--- config.mk ---
export PLATFORM = sky130hd
export DESIGN_NAME = ea_gen
export DESIGN_NICKNAME = d
export VERILOG_FILES = /design/src/rtl/ea_gen_pkg.sv /design/src/rtl/ea_rst_sync.sv /design/src/rtl/ea_sib_decode.sv /design/src/rtl/ea_port_select.sv /design/src/rtl/ea_calc.sv /design/src/rtl/ea_gen.sv
export SDC_FILE = /design/constraint.sdc
export NUM_CORES = 1
export LEC_CHECK = 0
export BUFFER_PORTS_ARGS = -buffer_cell sky130_fd_sc_hd__clkbuf_2
export CORE_MARGIN = 5
export CORE_UTILIZATION = 40
export DETAILED_ROUTE_END_ITERATION = 10
export MAX_ROUTING_LAYER = met4
export PLACE_DENSITY = 0.68
export SKIP_CTS_REPAIR_TIMING = 1
export SYNTH_ARGS = -nofsm -noshare
export SYNTH_HDL_FRONTEND = slang
export SYNTH_SLANG_ARGS = --single-unit
--- constraint.sdc ---
create_clock -name clk -period 5.5 [get_ports clk]
set_input_delay 0.55 -clock clk [delete_from_list [all_inputs] [get_ports clk]]
set_output_delay 0.55 -clock clk [all_outputs]
set_load 0.05 [all_outputs]
--- src/rtl/ea_gen_pkg.sv ---
package ea_gen_pkg;
  typedef enum logic [2:0] {
    MD_PTR     = 3'd0,
    MD_BOFS    = 3'd1,
    MD_SCALED  = 3'd2,
    MD_PCREL   = 3'd3,
    MD_POSTINC = 3'd4,
    MD_PREDEC  = 3'd5
  } ea_mode_e;

  localparam int unsigned MODE_W  = 3;
  localparam int unsigned SCALE_W = 2;
endpackage

--- src/rtl/ea_rst_sync.sv ---
module ea_rst_sync (
  input  logic clk,
  input  logic rst_n,
  output logic rst_sync_n
);
  logic [1:0] sync_q;

  always_ff @(posedge clk or negedge rst_n) begin
    if (!rst_n) begin
      sync_q <= 2'b00;
    end else begin
      sync_q <= {sync_q[0], 1'b1};
    end
  end

  assign rst_sync_n = sync_q[1];
endmodule

--- src/rtl/ea_sib_decode.sv ---
module ea_sib_decode
  import ea_gen_pkg::*;
#(
  parameter int unsigned RA_W = 3
) (
  input  logic [SCALE_W+2*RA_W-1:0] sib_i,
  output logic [RA_W-1:0]           base_o,
  output logic [RA_W-1:0]           index_o,
  output logic [SCALE_W-1:0]        scale_o
);
  localparam int unsigned IDX_LSB = RA_W;
  localparam int unsigned SCL_LSB = 2 * RA_W;

  assign base_o  = sib_i[RA_W-1:0];
  assign index_o = sib_i[IDX_LSB +: RA_W];
  assign scale_o = sib_i[SCL_LSB +: SCALE_W];
endmodule

--- src/rtl/ea_port_select.sv ---
module ea_port_select
  import ea_gen_pkg::*;
#(
  parameter int unsigned RA_W = 3
) (
  input  logic [MODE_W-1:0] mode_i,
  input  logic [RA_W-1:0]   ptr_i,
  input  logic [RA_W-1:0]   sib_base_i,
  input  logic [RA_W-1:0]   sib_index_i,
  output logic [RA_W-1:0]   rd_addr0_o,
  output logic [RA_W-1:0]   rd_addr1_o
);
  always_comb begin
    rd_addr0_o = ptr_i;
    rd_addr1_o = '0;
    if (ea_mode_e'(mode_i) == MD_SCALED) begin
      rd_addr0_o = sib_base_i;
      rd_addr1_o = sib_index_i;
    end
  end
endmodule

--- src/rtl/ea_calc.sv ---
module ea_calc
  import ea_gen_pkg::*;
#(
  parameter int unsigned XLEN       = 32,
  parameter int unsigned OFS_W      = 16,
  parameter int unsigned SDISP_W    = 8,
  parameter int unsigned INSN_BYTES = 4,
  parameter int unsigned PC_SHIFT   = 2
) (
  input  logic [MODE_W-1:0]  mode_i,
  input  logic [XLEN-1:0]    base_i,
  input  logic [XLEN-1:0]    index_i,
  input  logic [SCALE_W-1:0] scale_i,
  input  logic [XLEN-1:0]    imm_i,
  input  logic               disp_long_i,
  input  logic [XLEN-1:0]    pc_i,
  input  logic               size_word_i,
  output logic [XLEN-1:0]    ea_o,
  output logic [XLEN-1:0]    wb_data_o,
  output logic               wb_en_o,
  output logic               illegal_o
);
  localparam int unsigned OFS_PAD   = XLEN - OFS_W;
  localparam int unsigned SDISP_PAD = XLEN - SDISP_W;
  localparam logic [XLEN-1:0] NEXT_PC_DELTA = XLEN'(INSN_BYTES);
  localparam logic [XLEN-1:0] STEP_BYTE     = XLEN'(1);
  localparam logic [XLEN-1:0] STEP_WORD     = XLEN'(2);

  logic [XLEN-1:0] ofs_sx;
  logic [XLEN-1:0] sdisp_sx;
  logic [XLEN-1:0] disp_sel;
  logic [XLEN-1:0] index_scaled;
  logic [XLEN-1:0] step;
  logic [XLEN-1:0] pc_next;
  logic [XLEN-1:0] pc_ofs;

  assign ofs_sx       = {{OFS_PAD{imm_i[OFS_W-1]}}, imm_i[OFS_W-1:0]};
  assign sdisp_sx     = {{SDISP_PAD{imm_i[SDISP_W-1]}}, imm_i[SDISP_W-1:0]};
  assign disp_sel     = disp_long_i ? imm_i : sdisp_sx;
  assign index_scaled = index_i << scale_i;
  assign step         = size_word_i ? STEP_WORD : STEP_BYTE;
  assign pc_next      = pc_i + NEXT_PC_DELTA;
  assign pc_ofs       = ofs_sx << PC_SHIFT;

  always_comb begin
    ea_o      = '0;
    wb_data_o = '0;
    wb_en_o   = 1'b0;
    illegal_o = 1'b0;
    case (ea_mode_e'(mode_i))
      MD_PTR: begin
        ea_o = base_i;
      end
      MD_BOFS: begin
        ea_o = base_i + ofs_sx;
      end
      MD_SCALED: begin
        ea_o = base_i + index_scaled + disp_sel;
      end
      MD_PCREL: begin
        ea_o = pc_next + pc_ofs;
      end
      MD_POSTINC: begin
        ea_o      = base_i;
        wb_data_o = base_i + step;
        wb_en_o   = 1'b1;
      end
      MD_PREDEC: begin
        ea_o      = base_i - step;
        wb_data_o = base_i - step;
        wb_en_o   = 1'b1;
      end
      default: begin
        illegal_o = 1'b1;
      end
    endcase
  end
endmodule

--- src/rtl/ea_gen.sv ---
module ea_gen
  import ea_gen_pkg::*;
#(
  parameter int unsigned XLEN       = 32,
  parameter int unsigned NREG       = 8,
  parameter int unsigned OFS_W      = 16,
  parameter int unsigned SDISP_W    = 8,
  parameter int unsigned INSN_BYTES = 4,
  parameter int unsigned PC_SHIFT   = 2,
  localparam int unsigned RA_W      = $clog2(NREG),
  localparam int unsigned SIB_W     = SCALE_W + 2 * RA_W
) (
  input  logic              clk,
  input  logic              rst_n,
  input  logic              in_valid,
  input  logic [MODE_W-1:0] mode,
  input  logic [RA_W-1:0]   ptr,
  input  logic [SIB_W-1:0]  sib,
  input  logic [XLEN-1:0]   imm,
  input  logic              disp_long,
  input  logic [XLEN-1:0]   pc,
  input  logic              size_word,
  output logic [RA_W-1:0]   rd_addr0,
  input  logic [XLEN-1:0]   rd_data0,
  output logic [RA_W-1:0]   rd_addr1,
  input  logic [XLEN-1:0]   rd_data1,
  output logic              out_valid,
  output logic [XLEN-1:0]   ea,
  output logic              illegal,
  output logic              wb_en,
  output logic [RA_W-1:0]   wb_addr,
  output logic [XLEN-1:0]   wb_data
);
  logic               rst_sync_n;
  logic [RA_W-1:0]    sib_base;
  logic [RA_W-1:0]    sib_index;
  logic [SCALE_W-1:0] sib_scale;
  logic [XLEN-1:0]    calc_ea;
  logic [XLEN-1:0]    calc_wb_data;
  logic               calc_wb_en;
  logic               calc_illegal;

  logic               vld_d,  vld_q;
  logic               ill_d,  ill_q;
  logic               wbe_d,  wbe_q;
  logic               load_en;
  logic [XLEN-1:0]    ea_d,   ea_q;
  logic [XLEN-1:0]    wbd_d,  wbd_q;
  logic [RA_W-1:0]    wba_d,  wba_q;

  ea_rst_sync u_rst_sync (
    .clk        (clk),
    .rst_n      (rst_n),
    .rst_sync_n (rst_sync_n)
  );

  ea_sib_decode #(.RA_W(RA_W)) u_sib (
    .sib_i   (sib),
    .base_o  (sib_base),
    .index_o (sib_index),
    .scale_o (sib_scale)
  );

  ea_port_select #(.RA_W(RA_W)) u_ports (
    .mode_i      (mode),
    .ptr_i       (ptr),
    .sib_base_i  (sib_base),
    .sib_index_i (sib_index),
    .rd_addr0_o  (rd_addr0),
    .rd_addr1_o  (rd_addr1)
  );

  ea_calc #(
    .XLEN       (XLEN),
    .OFS_W      (OFS_W),
    .SDISP_W    (SDISP_W),
    .INSN_BYTES (INSN_BYTES),
    .PC_SHIFT   (PC_SHIFT)
  ) u_calc (
    .mode_i      (mode),
    .base_i      (rd_data0),
    .index_i     (rd_data1),
    .scale_i     (sib_scale),
    .imm_i       (imm),
    .disp_long_i (disp_long),
    .pc_i        (pc),
    .size_word_i (size_word),
    .ea_o        (calc_ea),
    .wb_data_o   (calc_wb_data),
    .wb_en_o     (calc_wb_en),
    .illegal_o   (calc_illegal)
  );

  always_comb begin
    load_en = in_valid;
    vld_d   = in_valid;
    ill_d   = in_valid & calc_illegal;
    wbe_d   = in_valid & calc_wb_en;
    ea_d    = calc_ea;
    wbd_d   = calc_wb_data;
    wba_d   = ptr;
  end

  always_ff @(posedge clk or negedge rst_sync_n) begin
    if (!rst_sync_n) begin
      vld_q <= 1'b0;
      ill_q <= 1'b0;
      wbe_q <= 1'b0;
    end else begin
      vld_q <= vld_d;
      ill_q <= ill_d;
      wbe_q <= wbe_d;
    end
  end

  always_ff @(posedge clk or negedge rst_sync_n) begin
    if (!rst_sync_n) begin
      ea_q  <= '0;
      wbd_q <= '0;
      wba_q <= '0;
    end else if (load_en) begin
      ea_q  <= ea_d;
      wbd_q <= wbd_d;
      wba_q <= wba_d;
    end
  end

  assign out_valid = vld_q;
  assign illegal   = ill_q;
  assign wb_en     = wbe_q;
  assign ea        = ea_q;
  assign wb_data   = wbd_q;
  assign wb_addr   = wba_q;
endmodule

Word level (Yosys, flattened, before mapping)
Index checks and enable logic that the tools add are counted.
Cells by class
  add/subtract/negate cells: 7
  multiply operators: 0
  divide/modulo/power cells: 0
  $lt $le $gt $ge: 0
  equality and inequality tests: 5
  shifts and indexed selects: 1
  mux-type cells: 8
  bitwise gates (word level): 2
  reductions and logical operators: 4
Operators by type and width (count)
  adder 32 bit: 5
  case mux 32 bit (5 select lines): 1
  case mux 32 bit (2 select lines): 1
  adder 32 x 3 -> 32 bit (second input constant): 1
  2-to-1 mux 32 bit: 1
  left shift 32 x 2 -> 32 bit: 1
  subtractor 32 bit: 1
  == test 3 x 2 -> 1 bit (second input constant): 2
  == test 3 bit (second input constant): 2
  2-to-1 mux 3 bit: 2
  OR reduction 6 bit: 1
  OR reduction 2 bit: 2
  == test 3 x 1 -> 1 bit (second input constant): 1
  zero test 3 bit: 1
  bitwise AND 1 bit: 2
  2-to-1 mux 1 bit: 2
  2-to-1 mux 2 bit: 1
Storage, ports and cells
  flip-flop bits (word level): 72
  bits in latches: 0
  bits in writable memories: 0
  bits in read-only memories: 0
  bits of input ports: 147
  output and inout bits: 76
  logic and storage cells: 34
  memories: 0

Logic depth before layout (Yosys ltp)
  word-level depth: 4
  gate-level depth with buffers: 16
  depth with buffers taken out: 14

By module
Synthesis repeated with hierarchy kept, for this count alone.
Unflattened totals
  cell total of the unflattened synthesis: 1477
  area, all modules: 12391.9 um2
By module, submodules not included
  ea_calc: times used 1, cells an instance 1312, area each 9595.5 um2, sequential area each 0.0 um2
  ea_gen: times used 1, cells an instance 147, area each 2607.5 um2, sequential area each 1751.7 um2
  ea_port_select: times used 1, cells an instance 7, area each 75.1 um2, sequential area each 0.0 um2
  ea_sib_decode: times used 1, cells an instance 8, area each 60.1 um2, sequential area each 0.0 um2
  ea_rst_sync: times used 1, cells an instance 3, area each 53.8 um2, sequential area each 50.0 um2

Least setup slack after synthesis
No wires, ideal clock.
  path kind: input-to-reg
  start point: input port sib[6]
  end point: register ea_q[31] (netlist: ea[31])
  library setup time: 131 ps
  arrival time: 4525 ps
  required time: 5369 ps
  setup slack: 844 ps
  stages on the path: 14
  buffers on the path: 2
  cell sequence: clkbuf_1 -> buf_1 -> mux4_2 -> fa_1 -> ha_1 -> a21o_1 -> a21oi_1 -> a2bb2oi_1 -> nand3_1 -> o31ai_1 -> o211ai_1 -> a221oi_1 -> xnor2_1 -> o22ai_1
On the way
  word-level cells in the longest chain between the ends: 4
Ends and longest elaborated chain
  from (decl): line ea_gen.sv:18  | input logic [SIB_W-1:0] sib,
  left shift 32 x 2 -> 32 bit: line ea_calc.sv:40  | assign index_scaled = index_i << scale_i;
  adder 32 bit (2 in a row): line ea_calc.sv:58  | ea_o = base_i + index_scaled + disp_sel;
  case mux 32 bit (5 select lines): line ea_calc.sv:50  | case (ea_mode_e'(mode_i))
  to (signal assigned): line ea_gen.sv:118  | ea_q <= '0;
  to (signal assigned): line ea_gen.sv:122  | ea_q <= ea_d;
  to (decl): line ea_gen.sv:47  | logic [XLEN-1:0] ea_d, ea_q;
No other way between the ends.
A chain may end at the register's enable or synchronous reset.

Worst setup path in the final report
  start point: input port sib[6]
  end point: register ea_q[25] (netlist: ea[25])
Same word-level chain as after synthesis.

==> results.cfg <==
[finish]
layout.nets = 1988
diodes = 0
post-route-util_pct = 46.0
instances_no_fill = 2078
area_growth_pct = 14.2
drive_gt1_share_pct = 18.6

[logic_synthesis]
synth_compound_gate_area_share_pct = 26.8
synth_fa_ha_area_share_pct = 18.9
ys_types = 76
synth_top_family_by_area = compound AO/OA/AOI/OAI gates
synth-simple-area-share_pct = 20.6
synth_mux_area_share_pct = 7.09
syn_area_per_cell_sq_um = 7.81
synth_ff_type = dfrtp_1
async_flop_share_pct = 100
synth-xor-area-share_pct = 6.76
yosys_warnings = 0
synth-edff-count = 0
syn_inst = 1526
syn_area_sq_um = 11900
yosysSeqAreaShare_pct = 15.1
ys_ff_latch = 72
syn_nets = 1831

[timing]
fmax_mhz = 219
hold_viol_final = 0
period_share_pct = 83.1
fin_worst_skew_ps = 5.20
fin_crit_ps = 4570
final.setup.tns_ps = 0
slew_headroom_pct = 20.3
worstMarginPinSlew_ps = 1190
rsz0062_at_grt = no
setup_viol = 0
slew_viol_final = 0

[global_routing]
grt_usage_pct = 26.0
grt_antenna_before_repair = 0
grt_pass1_wl_microns = 67400
grt_max_degree = 71
grt_overflow_total = 0
grt_pass1_vias = 11942

[worst_setup_path]
arrival_ps = 4790
crit_path_frequent_cell = o21ai_0
critPathTopFamily = compound AO/OA/AOI/OAI gates
cp.depth = 14
rr_worst_depth = 7
cp_slowest_cell = mux4_2
critical_path_required_ps = 5720
critical-path-max-stage-delay_ps = 580
cp_max_fo = 26
critical_path.endpoint_type = flop
path_buf_inv = 2
crit_chain = clkbuf_2, buf_4, mux4_2, fa_1, ha_1, a21o_1, a21oi_1, a2bb2oi_1, nand3_1, o31ai_1, o21ai_0, nor3b_1, o21ai_0, a32oi_1
startpoint_type = input port
critPathKind = in2reg

[min_path]
holdPathStages = 0
hold_class = reg2reg

[floorplanning]
dieArea_sq_um = 33300
coreArea_sq_um = 29600
die_h_microns = 183
initial_core_util_pct = 40.3
num_io_pins = 223
die_w_microns = 183
rows = 63

[clocking]
clock-sinks = 72
cts_tree = built
cts_htree_levels = 3
clkTransAtPathRegs_ps = 60
numCtsBuffers = 9
cts-root-buf = clkbuf_16
clock_path_buffers = 2
insertion_delay_ps = 340

[place]
io_buffers = 222
dp_hpwl_microns = 35600
gp_congestion = 0.981
placed_cells = 2061

[drt]
viasPerCell = 6.15
detail_route.wl_per_cell_microns = 21.0
ant_nets = 0
drt-total-wl_microns = 43600
drc = 0
drtPass1Iterations = 5
dr_total_vias = 12779
drtIter0Drc = 1286

[outcome]
status = complete, no violations

[pwr]
p_per_area_nw_per_um2 = 239
power.leakage_nw = 6.17
finalPower_mw = 3.25
ir_drop_mv = 0.105

[flow_run]
drv_cap = 0
placed cells by master (no fill, tap or decap), types with 35 or more instances in the layout:
| cell type | Yosys | final |
|---|---|---|
| clkbuf_2 | 0 | 222 |
| nand2_1 | 176 | 176 |
| a21oi_1 | 144 | 144 |
| ha_1 | 122 | 122 |
| nor2_1 | 122 | 121 |
| o21ai_0 | 97 | 97 |
| dfrtp_1 | 72 | 71 |
| inv_1 | 48 | 48 |
| nand3_1 | 46 | 46 |
| xnor2_1 | 46 | 46 |
| xor2_1 | 46 | 46 |
| fa_1 | 36 | 36 |
| nor3_1 | 36 | 35 |
cells in the mapped netlist (12+ instances only):
| cell type | number | area (sq um) |
|---|---|---|
| a211oi_1 | 15 | 113 |
| mux4_2 | 29 | 653 |
| clkbuf_1 | 81 | 304 |
| o21bai_1 | 13 | 97.6 |
| o21ai_0 | 97 | 485 |
| a21o_1 | 33 | 248 |
| o221ai_1 | 15 | 131 |
| o211ai_1 | 18 | 135 |
| inv_1 | 48 | 180 |
| dfrtp_1 | 72 | 1800 |
| and2_1 | 13 | 81.3 |
| a31oi_1 | 21 | 131 |
| and3_1 | 28 | 175 |
| nand2b_1 | 14 | 87.6 |
| xor2_1 | 46 | 403 |
| a221oi_1 | 17 | 149 |
| xnor2_1 | 46 | 403 |
| nand4_1 | 19 | 119 |
| nand2_1 | 176 | 661 |
| nand3_1 | 46 | 230 |
| fa_1 | 36 | 721 |
| o22ai_1 | 12 | 75.1 |
| nor2_1 | 122 | 458 |
| nor3_1 | 36 | 180 |
| ha_1 | 122 | 1530 |
| a21oi_1 | 144 | 721 |
stage by stage:
stage          setup WS (ps)  hold slack [ps]  area (sq um)
6_report                 927              354         13600
5_1_grt                  480              365         13600
4_1_cts                  931            -31.7         13600
3_5_place_dp             592              339         13300
3_3_place_gp             712              335         13300
2_1_floorplan            844              254         11900
layout make-up:
class | instances | area, sq um
fill | 3033 | 15900
multi-input combinational | 1309 | 9560
sequential | 72 | 1810
timing repair buffer | 242 | 1260
tap | 390 | 488
clock buffer | 11 | 253
inverter | 49 | 184
clock inverter | 5 | 55.1
worst register-to-register path, stage by stage, from the launching register on:
cell and delay (ps):
dfrtp_1 400, nor2b_1 150, a221oi_1 300, o211ai_1 180, a21oi_1 170, o311ai_0 160, a21oi_1 160, a31oi_1 100
cell families (layout without fill, tap and decap cells):
group,after synthesis,after routing
DFF,72,72
xor gates and xnor gates,92,92
AOI/OAI and AO/OA,492,492
other,1,1
and+or+nand+nor,519,519
muxes,47,47
buffers and inverters,145,307
adders and majority gates,158,158
state kept, by name (all words and copies together) (netlist names):
register	flops
ea	32
wb_data	32
wb_addr	3
u_rst_sync.sync_q	2
illegal	1
out_valid	1
wb_en	1
final timing paths:
kind                                                 from                             end  slack, ps
setup / recovery                                   sib[6]              ea[25]$_DFFE_PN0P_        930
hold / removal             u_rst_sync.sync_q[0]$_DFF_PN0_  u_rst_sync.sync_q[1]$_DFF_PN0_        350
setup reg to reg                       ea[30]$_DFFE_PN0P_              ea[30]$_DFFE_PN0P_       3760
hold reg to reg            u_rst_sync.sync_q[0]$_DFF_PN0_  u_rst_sync.sync_q[1]$_DFF_PN0_        350
max in group asynchronous  u_rst_sync.sync_q[1]$_DFF_PN0_              ea[30]$_DFFE_PN0P_       4370
min in group asynchronous  u_rst_sync.sync_q[1]$_DFF_PN0_               ea[3]$_DFFE_PN0P_        490
per-layer routing:
| layer | track usage (%) | wire (microns) | up-vias | share of wire (%) |
|---|---|---|---|---|
| met4 | 7.15 | 1040 | 0 | 2.4 |
| met5 | - | 0 | - | 0 |
| met1 | 38.9 | 20100 | 6035 | 46 |
| li1 | - | - | 6015 | - |
| met3 | 4.39 | 4400 | 67 | 10 |
| met2 | 35.9 | 18000 | 662 | 41 |
report_power, final:
| part | internal, mW | switching (mW) |
|---|---|---|
| clock network | 0.374 | 0.240 |
| logic | 0.696 | 1.28 |
| registers | 0.595 | 0.0637 |
| total | 1.67 | 1.59 |
Power figures use the tool's default switching activity.
